<file path="src/rtl/tm_frame_pkg.sv">
package tm_frame_pkg;

    localparam logic [31:0] SYNC_WORD  = 32'h1ACF_FC1D;
    localparam logic [1:0]  TF_VERSION = 2'b01;
    localparam int          SYNC_LEN   = 4;
    localparam int          CRC_LEN    = 2;

    typedef enum logic [2:0] {
        ST_IDLE,
        ST_SYNC,
        ST_HDR,
        ST_PAY,
        ST_CRC,
        ST_PAR,
        ST_DROP
    } asm_state_t;

    // One octet step of the CCITT CRC, shifted MSB first.
    function automatic logic [15:0] crc_step(input logic [15:0] acc, input logic [7:0] octet);
        logic [15:0] c;
        logic        fb;
        c = acc;
        for (int b = 7; b >= 0; b--) begin
            fb = c[15] ^ octet[b];
            c  = {c[14:0], 1'b0};
            if (fb) c = c ^ 16'h1021;
        end
        return c;
    endfunction

endpackage

</file>
<file path="src/rtl/tm_crc16.sv">
module tm_crc16
    import tm_frame_pkg::*;
(
    input  logic        clk,
    input  logic        rst_n,
    input  logic        init,
    input  logic        en,
    input  logic [7:0]  din,
    output logic [15:0] crc
);

    logic [15:0] acc_q;

    always_ff @(posedge clk or negedge rst_n) begin
        if (!rst_n)    acc_q <= 16'hFFFF;
        else if (init) acc_q <= 16'hFFFF;
        else if (en)   acc_q <= crc_step(acc_q, din);
    end

    assign crc = acc_q;

endmodule

</file>
<file path="src/rtl/tm_vc_counters.sv">
module tm_vc_counters #(
    parameter int VC_W  = 6,
    parameter int CNT_W = 24
) (
    input  logic             clk,
    input  logic             rst_n,
    input  logic [VC_W-1:0]  sel,
    input  logic             bump,
    output logic [CNT_W-1:0] count
);

    localparam int NUM_VC = 1 << VC_W;

    logic [NUM_VC*CNT_W-1:0] flat;

    for (genvar g = 0; g < NUM_VC; g++) begin : g_chan
        logic [CNT_W-1:0] cnt_q;
        always_ff @(posedge clk or negedge rst_n) begin
            if (!rst_n)
                cnt_q <= '0;
            else if (bump && (sel == VC_W'(g)))
                cnt_q <= cnt_q + 1'b1;
        end
        assign flat[g*CNT_W +: CNT_W] = cnt_q;
    end

    assign count = flat[sel*CNT_W +: CNT_W];

endmodule

</file>
<file path="src/rtl/tm_hdr_mux.sv">
module tm_hdr_mux
    import tm_frame_pkg::*;
#(
    parameter int SCID_W = 8,
    parameter int VC_W   = 6,
    parameter int CNT_W  = 24,
    parameter int POS_W  = 4
) (
    input  logic [POS_W-1:0] pos,
    input  logic [SCID_W-1:0] scid,
    input  logic [VC_W-1:0]  vcid,
    input  logic [CNT_W-1:0] cnt,
    output logic [7:0]       octet
);

    localparam int HDR_BITS = 2 + SCID_W + VC_W + CNT_W + 8;
    localparam int TOT_LEN  = SYNC_LEN + HDR_BITS / 8;

    logic [TOT_LEN*8-1:0] lead;

    assign lead = {SYNC_WORD, TF_VERSION, scid, vcid, cnt, 1'b0, 7'b0};

    always_comb begin
        octet = 8'h00;
        for (int k = 0; k < TOT_LEN; k++) begin
            if (pos == POS_W'(k)) octet = lead[(TOT_LEN-1-k)*8 +: 8];
        end
    end

endmodule

</file>
<file path="src/rtl/tm_frame_asm.sv">
module tm_frame_asm
    import tm_frame_pkg::*;
#(
    parameter int PAY_LEN = 1776,
    parameter int PAR_LEN = 256,
    parameter int SCID_W  = 8,
    parameter int VC_W    = 6,
    parameter int CNT_W   = 24
) (
    input  logic              clk,
    input  logic              rst_n,
    input  logic [SCID_W-1:0] cfg_scid,
    input  logic              cfg_par_en,
    input  logic              in_valid,
    output logic              in_ready,
    input  logic [7:0]        in_data,
    input  logic              in_sof,
    input  logic              in_eof,
    input  logic [VC_W-1:0]   in_vcid,
    input  logic [7:0]        par_data,
    output logic              par_take,
    output logic              out_valid,
    input  logic              out_ready,
    output logic [7:0]        out_data,
    output logic              out_sof,
    output logic              out_eof,
    output logic              out_err
);

    localparam int HDR_LEN   = (2 + SCID_W + VC_W + CNT_W + 8) / 8;
    localparam int FRAME_LEN = SYNC_LEN + HDR_LEN + PAY_LEN + CRC_LEN + PAR_LEN;
    localparam int MAX_SEG   = (PAY_LEN > PAR_LEN) ? PAY_LEN : PAR_LEN;
    localparam int IDX_W     = $clog2(MAX_SEG);
    localparam int POS_W     = $clog2(SYNC_LEN + HDR_LEN);
    localparam int LEN_W     = $clog2(FRAME_LEN + 1);

    localparam logic [IDX_W-1:0] SYNC_LAST = IDX_W'(SYNC_LEN - 1);
    localparam logic [IDX_W-1:0] HDR_LAST  = IDX_W'(HDR_LEN - 1);
    localparam logic [IDX_W-1:0] PAY_LAST  = IDX_W'(PAY_LEN - 1);
    localparam logic [IDX_W-1:0] CRC_LAST  = IDX_W'(CRC_LEN - 1);
    localparam logic [IDX_W-1:0] PAR_LAST  = IDX_W'(PAR_LEN - 1);

    asm_state_t        state_q, state_d;
    logic [IDX_W-1:0]  idx_q, idx_d;
    logic              ended_q, ended_d;
    logic              over_q, over_d;
    logic              err_q, err_d;
    logic [VC_W-1:0]   vcid_q;
    logic [CNT_W-1:0]  cnt_q;
    logic              start;
    logic              xfer;
    logic [CNT_W-1:0]  cnt_rd;
    logic [15:0]       crc;
    logic [7:0]        lead_octet;
    logic [POS_W-1:0]  lead_pos;
    logic              crc_en;

    assign xfer = out_valid && out_ready;

    tm_vc_counters #(.VC_W(VC_W), .CNT_W(CNT_W)) u_cnt (
        .clk   (clk),
        .rst_n (rst_n),
        .sel   (in_vcid),
        .bump  (start),
        .count (cnt_rd)
    );

    assign lead_pos = (state_q == ST_SYNC) ? POS_W'(idx_q)
                                           : POS_W'(SYNC_LEN + int'(idx_q));

    tm_hdr_mux #(.SCID_W(SCID_W), .VC_W(VC_W), .CNT_W(CNT_W), .POS_W(POS_W)) u_hdr (
        .pos   (lead_pos),
        .scid  (cfg_scid),
        .vcid  (vcid_q),
        .cnt   (cnt_q),
        .octet (lead_octet)
    );

    assign crc_en = xfer && ((state_q == ST_HDR) || (state_q == ST_PAY));

    tm_crc16 u_crc (
        .clk   (clk),
        .rst_n (rst_n),
        .init  (start),
        .en    (crc_en),
        .din   (out_data),
        .crc   (crc)
    );

    // Next-state and sequencing decisions
    always_comb begin
        state_d = state_q;
        idx_d   = idx_q;
        ended_d = ended_q;
        over_d  = over_q;
        err_d   = err_q;
        start   = 1'b0;
        unique case (state_q)
            ST_IDLE: begin
                if (in_valid && in_sof) begin
                    start   = 1'b1;
                    state_d = ST_SYNC;
                    idx_d   = '0;
                    ended_d = 1'b0;
                    over_d  = 1'b0;
                    err_d   = 1'b0;
                end
            end
            ST_SYNC: begin
                if (xfer) begin
                    if (idx_q == SYNC_LAST) begin
                        state_d = ST_HDR;
                        idx_d   = '0;
                    end else begin
                        idx_d = idx_q + 1'b1;
                    end
                end
            end
            ST_HDR: begin
                if (xfer) begin
                    if (idx_q == HDR_LAST) begin
                        state_d = ST_PAY;
                        idx_d   = '0;
                    end else begin
                        idx_d = idx_q + 1'b1;
                    end
                end
            end
            ST_PAY: begin
                if (xfer) begin
                    if (idx_q == PAY_LAST) begin
                        state_d = ST_CRC;
                        idx_d   = '0;
                        if (!ended_q && !in_eof) begin
                            over_d = 1'b1;
                            err_d  = 1'b1;
                        end
                    end else begin
                        idx_d = idx_q + 1'b1;
                        if (!ended_q && in_eof) begin
                            ended_d = 1'b1;
                            err_d   = 1'b1;
                        end
                    end
                end
            end
            ST_CRC: begin
                if (xfer) begin
                    if (idx_q == CRC_LAST) begin
                        state_d = ST_PAR;
                        idx_d   = '0;
                    end else begin
                        idx_d = idx_q + 1'b1;
                    end
                end
            end
            ST_PAR: begin
                if (xfer) begin
                    idx_d = idx_q + 1'b1;
                    if (idx_q == PAR_LAST) begin
                        idx_d   = '0;
                        state_d = over_q ? ST_DROP : ST_IDLE;
                    end
                end
            end
            ST_DROP: begin
                if (in_valid && in_eof) state_d = ST_IDLE;
            end
            default: state_d = ST_IDLE;
        endcase
    end

    // State register
    always_ff @(posedge clk or negedge rst_n) begin
        if (!rst_n) begin
            state_q <= ST_IDLE;
            idx_q   <= '0;
            ended_q <= 1'b0;
            over_q  <= 1'b0;
            err_q   <= 1'b0;
            vcid_q  <= '0;
            cnt_q   <= '0;
        end else begin
            state_q <= state_d;
            idx_q   <= idx_d;
            ended_q <= ended_d;
            over_q  <= over_d;
            err_q   <= err_d;
            if (start) begin
                vcid_q <= in_vcid;
                cnt_q  <= cnt_rd;
            end
        end
    end

    // Outputs
    always_comb begin
        out_valid = 1'b0;
        out_data  = 8'h00;
        out_sof   = 1'b0;
        out_eof   = 1'b0;
        out_err   = 1'b0;
        in_ready  = 1'b0;
        par_take  = 1'b0;
        unique case (state_q)
            ST_IDLE: begin
                in_ready = !in_sof;
            end
            ST_SYNC: begin
                out_valid = 1'b1;
                out_data  = lead_octet;
                out_sof   = (idx_q == '0);
            end
            ST_HDR: begin
                out_valid = 1'b1;
                out_data  = lead_octet;
            end
            ST_PAY: begin
                if (ended_q) begin
                    out_valid = 1'b1;
                    out_data  = 8'h00;
                end else begin
                    out_valid = in_valid;
                    out_data  = in_data;
                    in_ready  = out_ready;
                end
            end
            ST_CRC: begin
                out_valid = 1'b1;
                out_data  = (idx_q == '0) ? crc[15:8] : crc[7:0];
            end
            ST_PAR: begin
                out_valid = 1'b1;
                out_data  = cfg_par_en ? par_data : 8'h00;
                par_take  = cfg_par_en && out_ready;
                out_eof   = (idx_q == PAR_LAST);
                out_err   = (idx_q == PAR_LAST) && err_q;
            end
            ST_DROP: begin
                in_ready = 1'b1;
            end
            default: ;
        endcase
    end

    // Octets sent since the last start-of-frame, for the length check
    logic [LEN_W-1:0] sent_q;
    always_ff @(posedge clk or negedge rst_n) begin
        if (!rst_n)             sent_q <= '0;
        else if (xfer && out_sof) sent_q <= LEN_W'(1);
        else if (xfer)          sent_q <= sent_q + 1'b1;
    end

    AST_SOF_ON_SYNC: assert property (@(posedge clk) disable iff (!rst_n)
        out_sof |-> (out_valid && out_data == SYNC_WORD[31:24]));

    AST_PAR_FROM_SIDE: assert property (@(posedge clk) disable iff (!rst_n)
        par_take |-> (out_valid && out_data == par_data));

    AST_FRAME_LENGTH: assert property (@(posedge clk) disable iff (!rst_n)
        (xfer && out_eof) |-> (sent_q == LEN_W'(FRAME_LEN - 1)));

    AST_ERR_WITH_EOF: assert property (@(posedge clk) disable iff (!rst_n)
        out_err |-> out_eof);

    AST_HOLD_ON_STALL: assert property (@(posedge clk) disable iff (!rst_n)
        (out_valid && !out_ready) |=> (out_valid && $stable(out_data)));

endmodule

</file>
<file path="config.mk">
export PLATFORM = sky130hd
export DESIGN_NAME = tm_frame_asm
export DESIGN_NICKNAME = d
export VERILOG_FILES = /design/src/rtl/tm_frame_pkg.sv /design/src/rtl/tm_crc16.sv /design/src/rtl/tm_vc_counters.sv /design/src/rtl/tm_hdr_mux.sv /design/src/rtl/tm_frame_asm.sv
export SDC_FILE = /design/constraint.sdc
export NUM_CORES = 2
export LEC_CHECK = 0
export ABC_AREA = 0
export BUFFER_PORTS_ARGS = -buffer_cell sky130_fd_sc_hd__buf_2
export CAP_MARGIN = 5
export CORE_MARGIN = 2
export CORE_UTILIZATION = 69
export DETAILED_ROUTE_END_ITERATION = 10
export GPL_TIMING_DRIVEN = 0
export PLACE_DENSITY_LB_ADDON = 0.05
export SYNTH_ARGS = -nofsm -noshare
export SYNTH_HDL_FRONTEND = slang
export SYNTH_SLANG_ARGS = --single-unit
</file>
<file path="constraint.sdc">
create_clock -name clk -period 10.56 [get_ports clk]
set_input_delay 2.112 -clock clk [delete_from_list [all_inputs] [get_ports clk]]
set_output_delay 2.112 -clock clk [all_outputs]
set_load 0.01 [all_outputs]
</file>
==> results.md <==
- Post-place setup slack: 3.142 ns
- Post-route setup TNS: 0 ns
- Crit path kind: input port to flip-flop
- Clock buffer count from CTS: 164
- Max VDD drop: 206.1 µV
- Most frequent cells in the layout: 1583 x dfrtp_1, 999 x xnor2_1, 755 x nand2_1
- Vias in the first global route: 57950
- Die height: 347.8 µm
- Final Hold Fails: 0
- Sw frac: 26.54%
- H-Tree Depth: 4
- Seq/Total Area, Yosys: 49.08%
- Die X: 347.8 µm
- Final core occ: 76.46%
- Max cap viols: 2
- DRT iter0 DRCs: 6969
- Slowest-stage cell, CP: nand3_1
- HPWL Detailed: 176900 µm
- Vias per inst: 6.628
- PnR worst setup slack: 3.692 ns
- Reg2Reg Capture Point: u_cnt.g_chan[58].cnt_q[23]
- CP Launch Type: input port
- Initial Util: 69.36%
- Largest net degree at the start of global routing: 174
- Post-synthesis to final-layout area growth: 10.24%
- Area of the die: 0.1210 mm²
- Synthesized area per cell: 11.84 µm²
- CTS clk-pin slew, worst paths: 0.06 ns
- Ys Warns: 0
- Hold Crit Depth: 1
- Global-route wire length before repair: 356800 µm
- Antenna viol nets, final: 0
- Fill cells: 7459
- Crit path DAT: 7.59 ns
- Number of synthesized flops with an enable pin: 0
- Routed WL per cell: 26.78 µm
- Clk sinks: 1599
- I/O pin count: 51
- Worst Reg-to-Reg Cells: 9
- Pre-antenna DRT Iters: 6
- Flop-to-flop setup slack: 4.93 ns
- Unrepaired setup endpoints after global routing: no
- Slew Viols, Final: 22
- Critical-path cell list: buf_2, buf_2, nor2b_1, nand3_1, nor2_1, nand4_1, nor3_1, nand2_1, nor3_1, xor2_1
- Fin crit period: 6.868 ns
- Fraction of layout cells with a size suffix above 1: 13.79%
- Syn Inst Count: 6887
- Slew HR: -3.100%
- Setup violators final: 0
- Asr flop ratio synth: 100.0%
- Synth cell types: 67
- Worst Hold End: u_cnt.g_chan[1].cnt_q[23]
- # resized after CTS: 0
- DR vias: 58311
- Leakage Power: 0.04060 µW
- Reg-to-Reg Start: state_q[1]
- Post-synth top flop: dfrtp_1
- Drt drc: 0
- Biggest cell delay along the critical path: 1.33 ns
- Total core area: 0.1176 mm²
- CTS root buf: clkbuf_16
- Port-buffer cells: 48
- P_sw: 3787 µW
- Clk_skew: 0.02513 ns
- Worst slew pin tran: 1.547 ns
- Grt total ovfl: 0
- Yosys reg bits: 1599
- Hold buffers post-CTS: 0
- WL final: 235600 µm
- Row cnt: 126
- Synthesized area: 0.08157 mm²
- Max Clk Rate: 0.1456 GHz
- CP max FO: 10
- Crit path buffers/inverters: 2
- Final nets: 7232
- Crit share post-route: 65.04%
- Gpl congestion: 1.010
- Number of setup buffers added after CTS: 0
- Cell-internal power: 10480 µW
- CTS tree: built
- Family with the most delay on the worst path: simple AND/OR/NAND/NOR gates
- Combinational Power Share: 12.2%
- Min-delay src: u_cnt.g_chan[1].cnt_q[23]
- Worst Setup End Kind: flip-flop
- Failing checks: max-capacitance violations, max-slew violations
- Power density cells: 158.7 mW/mm²
- Clk pwr share: 43.0%
- Req. time, crit path: 11.29 ns
- Commonest non-fill, non-tap cell in the layout: dfrtp_1
- Sequential share of power: 44.8%
- Initial antenna violation count: 15
- Mapped Nets: 6995
- Clock latency on the worst-skew pair: 0.80 ns
- Status: complete, but fails checks
- HP Class: flip-flop to flip-flop
- Gr usage total: 39.78%
- Clock buffer depth: 3
worst max-delay path by stage:
stage | startpoint | end | slack, ns | cells past startpoint
final | in_vcid[1] | u_cnt.g_chan[58].cnt_q[23] | 3.69 | 10
after CTS | idx_q[2] | out_data[6] | 4.00 | 10
after global routing | idx_q[2] | out_data[6] | 3.77 | 10
after floorplan | cfg_scid[0] | out_data[6] | 5.11 | 5
after global placement | rst_n | u_cnt.g_chan[48].cnt_q[20] | -27.67 | 1
after detailed placement | in_vcid[0] | cnt_q[23] | 3.14 | 8
per-stage QoR:
stage / hold slack, ns / area [µm²] / instances / power (µW)
finish: 0.4610 / 89930 / 8798 / 14270
global route: 0.4790 / 89900 / 8789 / 14680
CTS: 0.4635 / 89820 / 8784 / 14250
detailed placement: 0.4550 / 84180 / 8489 / 8189
global placement: 0.4500 / 83730 / 8471 / 8149
floorplan: 0.4365 / 81570 / 6887 / 7550
worst reg2reg max path, stage by stage, from the launching register on:
cell	delay (ns)
dfrtp_1	0.42
buf_2	0.21
nor3_1	0.91
nand3_1	1.43
nor2_1	0.75
nand4_1	0.38
nor3_1	0.79
nand2_1	0.26
nor3_1	0.25
xor2_1	0.16
cell usage after synthesis, types with 3 or more instances:
library cell     n  area [µm²]
nand2b_1        22       137.6
dfstp_2         16       420.4
mux4_2         504       11350
a311o_1          3       30.03
and2_1          25       156.4
and3b_1          3       26.28
nand2_1        755        2834
ha_1            71       888.4
dfrtp_1       1583       39610
a221oi_1         5       43.79
nor2b_1         29       181.4
a211oi_1         6       45.04
buf_1           43       161.4
nand4_1        250        1564
and4_1          76       665.6
a31oi_1          4       25.02
clkbuf_1       121       454.2
nor3_1         129       645.6
or2_2           16       100.1
mux2i_1         10       100.1
xor2_1         499        4370
o22ai_1          3       18.77
o221ai_1         4       35.03
mux2_2          77       867.1
nand3_1        535        2678
nor3b_1          7       52.55
nor2_1         520        1952
a221o_1          3       30.03
nor4_1          23       143.9
o21ai_0         53       265.3
o41ai_1          3       26.28
a22oi_1          7       52.55
and3_1         253        1583
buf_2           16       80.08
a21oi_1         36       180.2
xnor2_1        999        8750
or3_1           38       237.7
o31ai_1          5       37.54
inv_1           85       319.1
o211ai_1         4       30.03
nand3b_1        10       75.07
layout make-up:
class	count	area [µm²]	area share [%]
clock inverters	67	807.0	0.8974
multi-input cells	5022	40530	45.07
repair buffers	71	739.5	0.8223
flip-flops and latches	1599	40030	44.52
well taps	1536	1922	2.137
plain buffers	181	724.4	0.8056
clock buffers	228	4832	5.373
diodes	9	22.52	0.02504
inverters	85	319.1	0.3548
kinds of logic after synthesis:
logic type / count (synthesis) / share of synthesized area (%)
XOR/XNOR: 1498 / 16.08
adder cells (fa/ha/maj): 71 / 1.089
multiplexers: 591 / 15.10
AO/OA/AOI/OAI: 156 / 1.238
AND/OR/NAND/NOR: 2706 / 16.16
flip-flops: 1599 / 49.08
buffers and inverters: 266 / 1.253
power groups by stage:
stage | Combinational [µW] | Clock (µW) | Sequential [µW]
finish | 1740 | 6140 | 6400
detailed placement | 1690 | 0 | 6500
floorplan | 1090 | 0 | 6460
global route | 1870 | 6400 | 6410
CTS | 1700 | 6160 | 6390
global placement | 1640 | 0 | 6510
layer usage:
| layer | wire, µm | vias up | global-route usage [%] |
|---|---|---|---|
| li1 | - | 24926 | - |
| met1 | 90740 | 29830 | 54.81 |
| met2 | 103900 | 2895 | 57.98 |
| met3 | 26130 | 646 | 11.45 |
| met4 | 14670 | 14 | 21.28 |
| met5 | 212 | - | 0 |
flip-flops by register name (all words and copies together), names as in the netlist:
register            cells
cnt_q                  24
ended_q                 1
err_q                   1
idx_q                  11
over_q                  1
state_q                 3
u_cnt.g_chan.cnt_q   1536
u_crc.crc              16
vcid_q                  6
Note: power is estimated with default switching activity, not from simulation.
